## config.mk

```make
export PLATFORM = sky130hd
export DESIGN_NAME = sio_cfg_port
export DESIGN_NICKNAME = d
export VERILOG_FILES = /design/src/rtl/sio_cfg_pkg.sv /design/src/rtl/sio_cfg_ctrl.sv /design/src/rtl/sio_cfg_regs.sv /design/src/rtl/sio_cfg_port.sv
export SDC_FILE = /design/constraint.sdc
export NUM_CORES = 1
export LEC_CHECK = 0
export CAP_MARGIN = 20
export CORE_UTILIZATION = 28
export CTS_CLUSTER_DIAMETER = 80
export DETAILED_ROUTE_END_ITERATION = 16
export DONT_BUFFER_PORTS = 1
export PLACE_DENSITY = 0.38
export SYNTH_ARGS = -nofsm -noshare
export SYNTH_HDL_FRONTEND = slang
export SYNTH_SLANG_ARGS = --single-unit
```

## constraint.sdc

```tcl
create_clock -name clk -period 2.53 [get_ports clk]
set_clock_uncertainty 0.05 [all_clocks]
set_input_delay 0.1265 -clock clk [delete_from_list [all_inputs] [get_ports clk]]
set_output_delay 0.1265 -clock clk [all_outputs]
set_load 0.01 [all_outputs]
```

## src/rtl/sio_cfg_pkg.sv

```systemverilog
package sio_cfg_pkg;
  localparam int NUM_DEV = 3;
  localparam int DEV_PP  = 0;
  localparam int DEV_SP1 = 1;
  localparam int DEV_SP2 = 2;

  localparam logic [7:0] KEY_OPEN  = 8'h55;
  localparam logic [7:0] KEY_CLOSE = 8'hAA;

  localparam logic [7:0] IDX_PWR_A   = 8'h01;
  localparam logic [7:0] IDX_PWR_B   = 8'h02;
  localparam logic [7:0] IDX_BASE0   = 8'h23;
  localparam logic [7:0] IDX_DMA_PP  = 8'h26;
  localparam logic [7:0] IDX_IRQ_PP  = 8'h27;
  localparam logic [7:0] IDX_IRQ_SP  = 8'h28;

  // Strobe bundle from control to datapath
  typedef struct packed {
    logic       wrEn;
    logic [7:0] idx;
    logic [7:0] wdata;
  } cfgCmd_t;
endpackage

```

## src/rtl/sio_cfg_ctrl.sv

```systemverilog
module sio_cfg_ctrl
  import sio_cfg_pkg::*;
#(
  parameter int ADDR_W = 16,
  parameter logic [ADDR_W-1:0] CFG_PORT = 'h2E
) (
  input  logic              clk,
  input  logic              rstN,
  input  logic [ADDR_W-1:0] hostAddr,
  input  logic              hostWr,
  input  logic              hostRd,
  input  logic [7:0]        hostWdata,
  input  logic [7:0]        regRdata,
  output cfgCmd_t           cfgCmd,
  output logic [7:0]        hostRdata
);
  localparam logic [ADDR_W-1:0] DATA_PORT = CFG_PORT + ADDR_W'(1);

  logic       unlocked;
  logic [7:0] idxReg;
  logic       isIdx;
  logic       isData;

  assign isIdx  = (hostAddr == CFG_PORT);
  assign isData = (hostAddr == DATA_PORT);

  always_ff @(posedge clk or negedge rstN) begin
    if (!rstN) begin
      unlocked <= 1'b0;
      idxReg   <= 8'h00;
    end else if (hostWr && isIdx) begin
      if (!unlocked) begin
        if (hostWdata == KEY_OPEN) unlocked <= 1'b1;
      end else if (hostWdata == KEY_CLOSE) begin
        unlocked <= 1'b0;
      end else begin
        idxReg <= hostWdata;
      end
    end
  end

  always_comb begin
    cfgCmd.wrEn  = unlocked && hostWr && isData;
    cfgCmd.idx   = idxReg;
    cfgCmd.wdata = hostWdata;
  end

  always_comb begin
    hostRdata = 8'h00;
    if (hostRd) begin
      if (isIdx)       hostRdata = unlocked ? idxReg : 8'hFF;
      else if (isData) hostRdata = unlocked ? regRdata : 8'hFF;
    end
  end

  AST_UNLOCK_ON_KEY: assert property (@(posedge clk) disable iff (!rstN)
    (!unlocked && hostWr && isIdx && hostWdata == KEY_OPEN) |=> unlocked);
  AST_LOCKED_NO_STROBE: assert property (@(posedge clk) disable iff (!rstN)
    (!unlocked && !(hostWr && isIdx)) |=> !cfgCmd.wrEn || $past(unlocked));
  AST_CLOSE_KEY_LOCKS: assert property (@(posedge clk) disable iff (!rstN)
    (unlocked && hostWr && isIdx && hostWdata == KEY_CLOSE) |=> (!unlocked && $stable(idxReg)));
endmodule

```

## src/rtl/sio_cfg_regs.sv

```systemverilog
module sio_cfg_regs
  import sio_cfg_pkg::*;
#(
  parameter int ADDR_W = 16
) (
  input  logic                           clk,
  input  logic                           rstN,
  input  cfgCmd_t                        cfgCmd,
  input  logic [ADDR_W-1:0]              hostAddr,
  output logic [7:0]                     regRdata,
  output logic [NUM_DEV-1:0][ADDR_W-1:0] devBase,
  output logic [NUM_DEV-1:0][3:0]        devIrq,
  output logic [3:0]                     ppDrq,
  output logic [NUM_DEV-1:0]             devActive,
  output logic [NUM_DEV-1:0]             devSel
);
  localparam int PAD_W = ADDR_W - 10;

  logic [7:0] pwrA, pwrB, dmaPp, irqPp, irqSp;
  logic [NUM_DEV-1:0][7:0] baseReg;
  logic [NUM_DEV-1:0]      pwrBit;

  always_ff @(posedge clk or negedge rstN) begin
    if (!rstN) begin
      pwrA    <= '0;
      pwrB    <= '0;
      dmaPp   <= '0;
      irqPp   <= '0;
      irqSp   <= '0;
      baseReg <= '0;
    end else if (cfgCmd.wrEn) begin
      case (cfgCmd.idx)
        IDX_PWR_A:  pwrA  <= cfgCmd.wdata;
        IDX_PWR_B:  pwrB  <= cfgCmd.wdata;
        IDX_DMA_PP: dmaPp <= cfgCmd.wdata;
        IDX_IRQ_PP: irqPp <= cfgCmd.wdata;
        IDX_IRQ_SP: irqSp <= cfgCmd.wdata;
        default: begin
          for (int d = 0; d < NUM_DEV; d++)
            if (cfgCmd.idx == IDX_BASE0 + 8'(d)) baseReg[d] <= cfgCmd.wdata;
        end
      endcase
    end
  end

  always_comb begin
    regRdata = 8'h00;
    case (cfgCmd.idx)
      IDX_PWR_A:  regRdata = pwrA;
      IDX_PWR_B:  regRdata = pwrB;
      IDX_DMA_PP: regRdata = dmaPp;
      IDX_IRQ_PP: regRdata = irqPp;
      IDX_IRQ_SP: regRdata = irqSp;
      default: begin
        for (int d = 0; d < NUM_DEV; d++)
          if (cfgCmd.idx == IDX_BASE0 + 8'(d)) regRdata = baseReg[d];
      end
    endcase
  end

  assign pwrBit[DEV_PP]  = pwrA[2];
  assign pwrBit[DEV_SP1] = pwrB[3];
  assign pwrBit[DEV_SP2] = pwrB[7];

  assign devIrq[DEV_PP]  = irqPp[3:0];
  assign devIrq[DEV_SP1] = irqSp[7:4];
  assign devIrq[DEV_SP2] = irqSp[3:0];
  assign ppDrq           = dmaPp[3:0];

  for (genvar g = 0; g < NUM_DEV; g++) begin : g_dev
    localparam int WIN_LSB = (g == DEV_PP) ? 2 : 3;
    logic inWin;
    assign devBase[g]   = {{PAD_W{1'b0}}, baseReg[g], 2'b00};
    assign devActive[g] = pwrBit[g] && (baseReg[g] != 8'h00);
    assign inWin        = (hostAddr[ADDR_W-1:WIN_LSB] == devBase[g][ADDR_W-1:WIN_LSB]);
    assign devSel[g]    = devActive[g] && inWin;

    AST_SEL_NEEDS_BASE: assert property (@(posedge clk) disable iff (!rstN)
      devSel[g] |-> (devBase[g] != '0));
  end

  AST_IDLE_HOLDS_REGS: assert property (@(posedge clk) disable iff (!rstN)
    !cfgCmd.wrEn |=> ($stable(baseReg) && $stable(irqSp) && $stable(pwrB)));
  AST_SP_IRQ_LANDS: assert property (@(posedge clk) disable iff (!rstN)
    (cfgCmd.wrEn && cfgCmd.idx == IDX_IRQ_SP) |=> (devIrq[DEV_SP1] == $past(cfgCmd.wdata[7:4])));
endmodule

```

## src/rtl/sio_cfg_port.sv

```systemverilog
module sio_cfg_port
  import sio_cfg_pkg::*;
#(
  parameter int ADDR_W = 16,
  parameter logic [ADDR_W-1:0] CFG_PORT = 'h2E
) (
  input  logic              clk,
  input  logic              rstN,
  input  logic [ADDR_W-1:0] hostAddr,
  input  logic              hostWr,
  input  logic              hostRd,
  input  logic [7:0]        hostWdata,
  output logic [7:0]        hostRdata,
  output logic [ADDR_W-1:0] ppBase,
  output logic [ADDR_W-1:0] sp1Base,
  output logic [ADDR_W-1:0] sp2Base,
  output logic [3:0]        ppIrq,
  output logic [3:0]        sp1Irq,
  output logic [3:0]        sp2Irq,
  output logic [3:0]        ppDrq,
  output logic              ppActive,
  output logic              sp1Active,
  output logic              sp2Active,
  output logic              ppSel,
  output logic              sp1Sel,
  output logic              sp2Sel
);
  cfgCmd_t                        cfgCmd;
  logic [7:0]                     regRdata;
  logic [NUM_DEV-1:0][ADDR_W-1:0] devBase;
  logic [NUM_DEV-1:0][3:0]        devIrq;
  logic [NUM_DEV-1:0]             devActive;
  logic [NUM_DEV-1:0]             devSel;

  sio_cfg_ctrl #(.ADDR_W(ADDR_W), .CFG_PORT(CFG_PORT)) ctrl_i (
    .clk(clk), .rstN(rstN), .hostAddr(hostAddr), .hostWr(hostWr),
    .hostRd(hostRd), .hostWdata(hostWdata), .regRdata(regRdata),
    .cfgCmd(cfgCmd), .hostRdata(hostRdata)
  );

  sio_cfg_regs #(.ADDR_W(ADDR_W)) regs_i (
    .clk(clk), .rstN(rstN), .cfgCmd(cfgCmd), .hostAddr(hostAddr),
    .regRdata(regRdata), .devBase(devBase), .devIrq(devIrq),
    .ppDrq(ppDrq), .devActive(devActive), .devSel(devSel)
  );

  assign ppBase    = devBase[DEV_PP];
  assign sp1Base   = devBase[DEV_SP1];
  assign sp2Base   = devBase[DEV_SP2];
  assign ppIrq     = devIrq[DEV_PP];
  assign sp1Irq    = devIrq[DEV_SP1];
  assign sp2Irq    = devIrq[DEV_SP2];
  assign ppActive  = devActive[DEV_PP];
  assign sp1Active = devActive[DEV_SP1];
  assign sp2Active = devActive[DEV_SP2];
  assign ppSel     = devSel[DEV_PP];
  assign sp1Sel    = devSel[DEV_SP1];
  assign sp2Sel    = devSel[DEV_SP2];

  AST_ACTIVE_NEEDS_POWER: assert property (@(posedge clk) disable iff (!rstN)
    $rose(sp2Active) |-> (sp2Base != '0));
endmodule

```

==> results.ini, run 1 <==
[synth]
ys.flop_type = dfrtp_1
syn_area_per_cell_um2 = 11.13
seq_area_frac_synth_pct = 43.54
synth-edff-count = 0
async_flop_share_pct = 100.0
synth_area_um2 = 4195
synth_area_leaders = dfrtp_1 (44%), mux2_2 (19%), buf_4 (5.7%)
yosysWarningCount = 0
synth_top_area_cell = dfrtp_1
ys_types = 53
yosysTopAreaCellShare_pct = 43.54
synth_seq_cells = 73
synth_cells = 377

[die]
dieArea_um2 = 15480
rows = 44
design.portCount = 106
die_h_um = 124.4
core_area_um2 = 14590
die_w_um = 124.4
initial_core_util_pct = 28.76

[worst_setup_path]
rr_startpoint = ctrl_i.idxReg[7]
reg2reg_depth = 6
r2r_end = regs_i.pwrA[5]
crit_arrival_ns = 2.31
r2r_slack_ns = 0.27
crit_fanout = 4
start_kind = flop
cp.required_ns = 2.35
crit_type = flop to primary output
startpoint = ctrl_i.idxReg[7]
crit_path_end = hostRdata[2]
endpoint_kind = primary output

[route]
ant_nets = 0
drtIter0Drc = 157
wire_per_inst_um = 23.96
drc_errors = 0
drt_pass1_iterations = 4
wl_mm = 14.21
vias_per_cell = 5.346
vias = 3170

[status]
status = finished clean

[final_layout]
drive_above_1_share_pct = 37.65
seq_area_um2 = 1832
fin_nets = 433
final_common_cell = mux2_2
n_antenna_cell = 0
fillers = 1468
final_cell_mix = mux2_2 (72), dfrtp_1 (69), buf_4 (30)
area_growth_syn_to_layout_pct = 19.33
multi_input_area_um2 = 2267

[grt]
antenna_found_initial = 0
first_global_vias = 3150
grt.overflow.total = 0
track_usage_pct = 19.11
grt_pass1_wl_mm = 21.74
grt_start_max_net_pins = 74

[timing]
hold_slack_ns = 0.02684
setup_viol = 0
relSlewSlack_pct = 53.97
fin_crit_sh_pct = 98.22
rsz0062_at_grt = yes
min_period_ns = 2.485
drv_slew = 0
hold_viol_final = 0
fmax_mhz = 402.4
worst_pin_slew_ns = 0.6882

[job]
max_cap_violations = 0

[clock_tree]
clk-insertion-delay-late_ns = 0.34
cts_buffers = 9
cts_sinks = 73
clockBufferDepth = 2
cts-root-buf = clkbuf_16
cts_tree = built
h-tree-depth = 3
path_clk_slew_ns = 0.06

[worst_hold_path]
hp-class = input port to flop

[placement]
gp_congestion = 0.8459
hpwl_mm = 10.08
portBuffers = 0

[pwr]
power.total_mw = 2.583
peakVddDrop_mv = 0.3160
leakagePower_nw = 2.309
power.density_nw_per_um2 = 516.1

-- per-stage QoR --
step	setup slack, ns	std cells	util (%)	cell area, um2	setup TNS [ns]
2_1_floorplan	0.3962	400	-	4282	0
3_3_place_gp	0.1820	561	30.27	4415	0
3_5_place_dp	0.1448	561	30.27	4415	0
4_1_cts	-0.008379	590	33.71	4918	-0.008379
5_1_grt	-0.03815	593	34.31	5006	-0.06651
6_report	0.04511	593	34.31	5006	0
-- cells in the mapped netlist (all sizes together) (4+ instances only) --
library cell / number
dfrtp: 73
mux2: 72
buf: 34
xor2: 22
o21ai: 19
nand2: 18
nor4: 16
clkbuf: 14
nor2: 14
a21oi: 8
a22oi: 7
nand3: 6
nor3: 6
a31oi: 5
and2: 4
nand2b: 4
o2bb2ai: 4
-- cells by family after synthesis --
family          Yosys count  share of synthesized area, %
compound gates           61                         9.753
xor+xnor                 22                         4.593
buf+inv                  50                         7.396
flops                    73                         43.54
mux                      76                         20.58
other cells               1                       0.08939
simple gates             94                         14.05
-- routing by layer --
metal / share of wire [%] / global-route usage (%) / vias to the layer above / routed length, um
li1: - / - / 1411 / -
met4: 1.7 / 6.875 / 0 / 247
met3: 4.9 / 4.940 / 17 / 700
met2: 45 / 28.21 / 108 / 6383
met1: 48 / 26.74 / 1634 / 6876
met5: 0 / 0 / - / 0
-- what timing repair did --
action	CTS	global route
setup endpoints to repair	7	8
setup buffers	3	3
hold endpoints to repair	146	0
hold buffers	11	0
resized for setup	16	17
pin swaps	6	3
-- critical path: stages (launching register included) --
cell	delay, ns
dfrtp_2	0.41
or4_4	0.53
or3_4	0.42
o2bb2ai_1	0.14
o21ai_1	0.10
a31oi_2	0.20
buf_4	0.16
-- worst min path at each step --
stage                  from                 end  cells past startpoint
2_1_floorplan          rstN    ctrl_i.idxReg[0]                      0
3_3_place_gp           rstN  regs_i.devBase[18]                      0
3_5_place_dp           rstN  regs_i.devBase[18]                      0
4_1_cts        hostWdata[0]     ctrl_i.unlocked                      3
5_1_grt        hostWdata[0]     ctrl_i.unlocked                      3
6_report       hostWdata[0]     ctrl_i.unlocked                      3
-- cell type report --
| class | instances | share of cell area, % |
|---|---|---|
| timing repair buffer | 42 | 7.448 |
| clock buffer | 12 | 5.124 |
| sequential | 73 | 36.59 |
| tap | 184 | 4.599 |
| clock inverter | 3 | 0.7998 |
| inverter | 2 | 0.1500 |
| multi-input combinational | 277 | 45.29 |
-- flip-flops by register name, summed over array words and instances (netlist names) --
signal,count
ctrl_i.idxReg,8
ctrl_i.unlocked,1
regs_i.devBase,24
regs_i.dmaPp,8
regs_i.irqPp,8
regs_i.irqSp,8
regs_i.pwrA,8
regs_i.pwrB,8
-- power by group --
| group | switching, mW | internal [mW] |
|---|---|---|
| clock | 0.496 | 0.809 |
| sequential | 0.0000000784 | 1.17 |
| combinational | 0.0807 | 0.0297 |
Power figures use the tool's default switching activity.
==> inputs of run 2 (changes only) <==
--- a/config.mk
+++ b/config.mk
@@ -6,11 +6,11 @@
 export NUM_CORES = 1
 export LEC_CHECK = 0
 export CAP_MARGIN = 20
-export CORE_UTILIZATION = 28
+export CORE_UTILIZATION = 55
 export CTS_CLUSTER_DIAMETER = 80
 export DETAILED_ROUTE_END_ITERATION = 16
 export DONT_BUFFER_PORTS = 1
-export PLACE_DENSITY = 0.38
+export PLACE_DENSITY = 0.67
 export SYNTH_ARGS = -nofsm -noshare
 export SYNTH_HDL_FRONTEND = slang
 export SYNTH_SLANG_ARGS = --single-unit
==> run 2 against run 1 <==
Maximum frequency decreased by 1.7%; combinational power decreased by 5%; cell count decreased by 17%; final area decreased by 6.9%; worst hold slack got worse by 0.024 ns; clock power decreased by 20%; sequential cell count unchanged; sequential share of layout area increased by 2.7 points; total power decreased by 10%; count of clock-buffer cells in the layout decreased by 1; largest power group is now registers.
==> results.ini, run 2 (synthesis results as in run 1) <==
[timing]
rsz0062_at_grt = yes
fin_crit_sh_pct = 99.89  ; +1.7 points
min_period_ns = 2.527  ; +0.04244 ns
tns_ns = 0  ; unchanged
setup_viol = 0  ; unchanged
hold_viol_final = 0  ; unchanged
worst_pin_slew_ns = 0.6022  ; -0.08596 ns
drv_slew = 0  ; unchanged
fmax_mhz = 395.7  ; -1.7%
relSlewSlack_pct = 59.72  ; +5.7 points
setup_slack_ns = 0.002666  ; -0.04244 ns

[pwr]
power.density_nw_per_um2 = 497.0  ; -3.7%
peakVddDrop_mv = 0.3340  ; +5.7%
leakagePower_nw = 2.183  ; -5.4%

[final_layout]
drive_above_1_share_pct = 32.66  ; -5.0 points
largest_reg_flops = 24  ; unchanged
n_antenna_cell = 0  ; unchanged
fin_nets = 418  ; -3.5%
area_growth_syn_to_layout_pct = 11.09
final_cell_mix = mux2_2 (72), dfrtp_1 (71), conb_1 (24)
final_common_cell = mux2_2

[worst_setup_path]
cp.required_ns = 2.35  ; about the same
r2r_end = regs_i.irqPp[4]
rr_startpoint = ctrl_i.idxReg[7]
reg2reg_depth = 4  ; -2
start_kind = flop
crit_arrival_ns = 2.35  ; +0.04 ns
crit_fanout = 4  ; unchanged
r2r_slack_ns = 0.31  ; +0.04 ns
crit_type = flop to primary output
endpoint_kind = primary output

[clock_tree]
cts_buffers = 9  ; unchanged
cts-root-buf = clkbuf_8
path_clk_slew_ns = 0.07  ; about the same
clockBufferDepth = 2  ; unchanged
h-tree-depth = 3  ; unchanged
cts_tree = built
cts_sinks = 73  ; unchanged
clk-insertion-delay-late_ns = 0.35  ; about the same

[die]
die_h_um = 89.34  ; -28%
die_w_um = 89.34  ; -28%
dieArea_um2 = 7981  ; -48%
rows = 31  ; -30%
design.portCount = 106  ; unchanged
core_area_um2 = 7331  ; -50%
initial_core_util_pct = 57.23  ; +28 points

[route]
ant_nets = 0  ; unchanged
wl_mm = 11.66  ; -18%
vias_per_cell = 6.571  ; +23%
drtIter0Drc = 334  ; +110%
vias = 3246  ; +2.4%
drt_pass1_iterations = 5  ; +1
drc_errors = 0  ; unchanged
wire_per_inst_um = 23.60  ; -1.5%

[grt]
grt_start_max_net_pins = 74  ; unchanged
antenna_found_initial = 0  ; unchanged
first_global_vias = 3078  ; -2.3%
grt.overflow.total = 0  ; unchanged
grt_pass1_wl_mm = 17.73  ; -18%
track_usage_pct = 31.16  ; +12 points

[worst_hold_path]
hp-start = hostWdata[0]
hp-class = input port to flop
min_to = ctrl_i.unlocked
whs_path_depth = 3  ; unchanged

[placement]
gp_congestion = 0.9241  ; +9.2%
hpwl_mm = 7.940  ; -21%
portBuffers = 0  ; unchanged
place_ws_ns = 0.1303  ; -0.01452 ns

[status]
status = finished clean

[job]
max_cap_violations = 0  ; unchanged

==> run 2: critical path, stage by stage (launching register included) <==
cell and delay, ns:
dfrtp_1 0.40, or4_4 0.57, or3_4 0.43, o2bb2ai_4 0.13, o21ai_2 0.08, a41oi_2 0.23, buf_4 0.15
==> run 2: worst max-delay path by stage <==
| stage | startpoint | endpoint | slack [ns] | cells past startpoint |
|---|---|---|---|---|
| 2_1_floorplan | ctrl_i.idxReg[4] | hostRdata[7] | 0.40 | 6 |
| 6_report | ctrl_i.idxReg[7] | hostRdata[7] | 0.003 | 6 |
| 3_3_place_gp | ctrl_i.idxReg[4] | hostRdata[7] | 0.18 | 6 |
| 3_5_place_dp | ctrl_i.idxReg[4] | hostRdata[7] | 0.13 | 6 |
| 5_1_grt | ctrl_i.idxReg[3] | hostRdata[7] | -0.03 | 6 |
| 4_1_cts | ctrl_i.idxReg[3] | hostRdata[3] | -0.002 | 5 |
==> run 2: power by group <==
| group | total [mW] | internal (mW) | switching [mW] |
|---|---|---|---|
| clock | 1.05 | 0.605 | 0.440 |
| combinational | 0.105 | 0.0290 | 0.0761 |
| sequential | 1.17 | 1.17 | 0.0000000737 |
| total | 2.32 | 1.80 | 0.516 |
==> run 2: layout make-up <==
type / count / area (um2)
repair buffers: 27 / 251.5
fillers: 581 / 2670
clock inverters: 5 / 77.57
multi-input cells: 277 / 2220
flip-flops and latches: 73 / 1829
inverters: 2 / 7.507
clock buffers: 11 / 151.4
well taps: 99 / 123.9
==> run 2: timing repair <==
action | in CTS | in global routing
hold buffers | 11 | 0
pin swaps | 3 | 7
setup buffers | 2 | 1
setup endpoints to repair | 5 | 7
gates resized for setup | 7 | 14
endpoints found under the hold margin | 146 | 0
==> run 2: metrics by stage <==
step	hold WS, ns	total power [mW]	util, %	instances	cell area (um2)
5_1_grt	0.002961	2.400	63.58	494	4661
3_5_place_dp	-0.2177	1.227	57.38	464	4207
3_3_place_gp	-0.2177	1.226	57.38	464	4207
4_1_cts	0.003640	2.324	62.88	493	4609
6_report	0.002947	2.316	63.58	494	4661
2_1_floorplan	-0.2191	1.264	-	400	4282
==> run 2: metal layers <==
metal	global-route usage (%)	up-vias	wire (um)
li1	-	1380	-
met1	41.99	1616	4857
met2	47.68	210	5419
met3	8.403	40	973
met4	12.99	0	409
met5	0	-	0
==> inputs of run 3 (changes only) <==
--- a/config.mk
+++ b/config.mk
@@ -10,7 +10,7 @@
 export CTS_CLUSTER_DIAMETER = 80
 export DETAILED_ROUTE_END_ITERATION = 16
 export DONT_BUFFER_PORTS = 1
-export PLACE_DENSITY = 0.67
+export PLACE_DENSITY = 0.77
 export SYNTH_ARGS = -nofsm -noshare
 export SYNTH_HDL_FRONTEND = slang
 export SYNTH_SLANG_ARGS = --single-unit
==> run 3 against run 2 <==
Maximum frequency grew 2.3%; final area shrank 2.0%; worst hold slack better by 0.014 ns; routed wire length shrank 2.1%; via count is 0.99% lower; count of clock-buffer cells in the layout up 3; first-iteration DRC count increased by 18%; cell count decreased by 0.61%; combinational power hardly changed; sequential power hardly changed.
==> results.ini, run 3 (synthesis results as in run 1) <==
[status]
status = finished clean

[placement]
hpwl_mm = 7.943  ; about the same
place_ws_ns = 0.2756  ; +0.1453 ns
gp_congestion = 0.9393  ; +1.6%
dpl-instance-area_um2 = 4200  ; -0.15%
portBuffers = 0  ; unchanged

[pwr]
power.density_nw_per_um2 = 452.8  ; -8.9%
leakagePower_nw = 2.128  ; -2.5%
power.total_mw = 2.067  ; -11%
peakVddDrop_mv = 0.2450  ; -27%

[final_layout]
final_common_cell = mux2_2
final_cell_mix = mux2_2 (72), dfrtp_1 (70), conb_1 (24)
fin_nets = 415  ; -0.72%
largest_reg_flops = 24  ; unchanged
drive_above_1_share_pct = 31.63  ; -1.0 points
area_growth_syn_to_layout_pct = 8.828
n_antenna_cell = 0  ; unchanged
fin_util_pct = 62.28  ; -1.3 points
final_area_um2 = 4566  ; -2.0%

[worst_setup_path]
cpLargestDelayFamily = simple AND/OR/NAND/NOR gates
crit_fanout = 5  ; +1
critPathBufInv = 0  ; -1
endpoint_kind = primary output
crit_chain = or4_4 -> or3_4 -> o2bb2ai_1 -> o21ai_1 -> a31oi_2
rr_startpoint = ctrl_i.idxReg[4]
reg2reg_depth = 5  ; +1
r2r_end = regs_i.irqPp[1]
start_kind = flop
r2r_slack_ns = 0.30  ; about the same
crit_arrival_ns = 2.29  ; -0.06 ns
max_stage_delay_ns = 0.55  ; -0.02 ns
cp.required_ns = 2.35  ; about the same
crit_type = flop to primary output
crit_path_top_delay_cell = or4_4

[worst_hold_path]
whs_path_depth = 3  ; unchanged
min_to = ctrl_i.unlocked
hp-class = input port to flop
hp-start = hostWdata[0]

[route]
vias = 3214  ; -0.99%
ant_nets = 0  ; unchanged
vias_per_cell = 6.546  ; -0.38%
wire_per_inst_um = 23.25  ; -1.5%
drt_pass1_iterations = 7  ; +2
drc_errors = 0  ; unchanged
drtIter0Drc = 393  ; +18%
wl_mm = 11.42  ; -2.1%

[clock_tree]
cts_sinks = 73  ; unchanged
cts_buffers = 9  ; unchanged
clk-insertion-delay-late_ns = 0.35  ; about the same
h-tree-depth = 3  ; unchanged
clockBufferDepth = 2  ; unchanged
cts_tree = built
path_clk_slew_ns = 0.07  ; about the same
cts-root-buf = clkbuf_8

[grt]
grt_pass1_wl_mm = 17.18  ; -3.1%
grt_start_max_net_pins = 74  ; unchanged
first_global_vias = 3123  ; +1.5%
antenna_found_initial = 0  ; unchanged
track_usage_pct = 30.19  ; -0.97 points
grt.overflow.total = 0  ; unchanged

[timing]
drv_slew = 0  ; unchanged
hold_viol_final = 0  ; unchanged
min_period_ns = 2.470  ; -0.05782 ns
relSlewSlack_pct = 61.23  ; +1.5 points
setup_viol = 0  ; unchanged
rsz0062_at_grt = yes
tns_ns = 0  ; unchanged
worst_pin_slew_ns = 0.5796  ; -0.02266 ns
setup_slack_ns = 0.06049  ; +0.05782 ns
fin_crit_sh_pct = 97.61  ; -2.3 points
fmax_mhz = 404.9  ; +2.3%

[die]
core_area_um2 = 7331  ; unchanged
dieArea_um2 = 7981  ; unchanged
die_w_um = 89.34  ; unchanged
initial_core_util_pct = 57.23  ; unchanged
rows = 31  ; unchanged
design.portCount = 106  ; unchanged
die_h_um = 89.34  ; unchanged

[job]
max_cap_violations = 0  ; unchanged

==> run 3: changes by cell type in the layout (fill, tap and decap cells not counted), moves of 2 or more <==
cell       before  now
bufinv_16       2    0
o21ai_0        15   17
clkbuf_1        0    4
buf_4          15   13
==> run 3: worst max path at each step <==
| stage | startpoint | end | slack [ns] | cells past startpoint |
|---|---|---|---|---|
| floorplan | ctrl_i.idxReg[4] | hostRdata[7] | 0.40 | 6 |
| global placement | ctrl_i.idxReg[4] | regs_i.irqPp[3] | 0.32 | 5 |
| detailed placement | ctrl_i.idxReg[4] | regs_i.irqPp[7] | 0.28 | 5 |
| CTS | ctrl_i.idxReg[0] | hostRdata[0] | 0.002 | 6 |
| global route | ctrl_i.idxReg[4] | hostRdata[6] | -0.003 | 6 |
| finish | ctrl_i.idxReg[4] | hostRdata[2] | 0.06 | 5 |
==> run 3: per-stage QoR <==
step                      cells  hold slack (ns)
after floorplan             400          -0.2191
after global placement      464          -0.2178
after detailed placement    464          -0.2182
after CTS                   491         0.005241
after global routing        491          0.03078
final                       491          0.01736
==> run 3: final cells by class <==
type	instances	area (um2)
fill	598	2765
multi-input combinational	277	2212
sequential	73	1831
timing repair buffer	24	225.2
clock buffer	14	152.6
tap	99	123.9
clock inverter	2	13.76
inverter	2	7.507
==> run 3: repair_timing <==
action / 4_1_cts / 5_1_grt
pin swaps: 1 / 1
buffers inserted: 0 / 0
setup endpoints to repair: 3 / 8
gates resized for setup: 5 / 14
hold buffers: 11 / 0
hold endpoints to repair: 146 / 0
gates cloned: 0 / 0
==> run 3: power by group <==
group          total, mW  switching, mW  internal (mW)
clock network      0.796          0.412          0.385
registers           1.17   0.0000000774           1.17
logic              0.105         0.0757         0.0290
total               2.07          0.487           1.58
==> run 3: metal layers <==
| metal | global-route usage, % | wire length [um] |
|---|---|---|
| met5 | 0 | 0 |
| met1 | 38.56 | 4674 |
| met2 | 47.47 | 5382 |
| met3 | 7.664 | 918 |
| met4 | 15.87 | 441 |
==> run 3: worst min-delay path, stage by stage <==
cell      delay, ns
nand4b_1       0.06
nor4_1         0.04
a21o_1         0.14
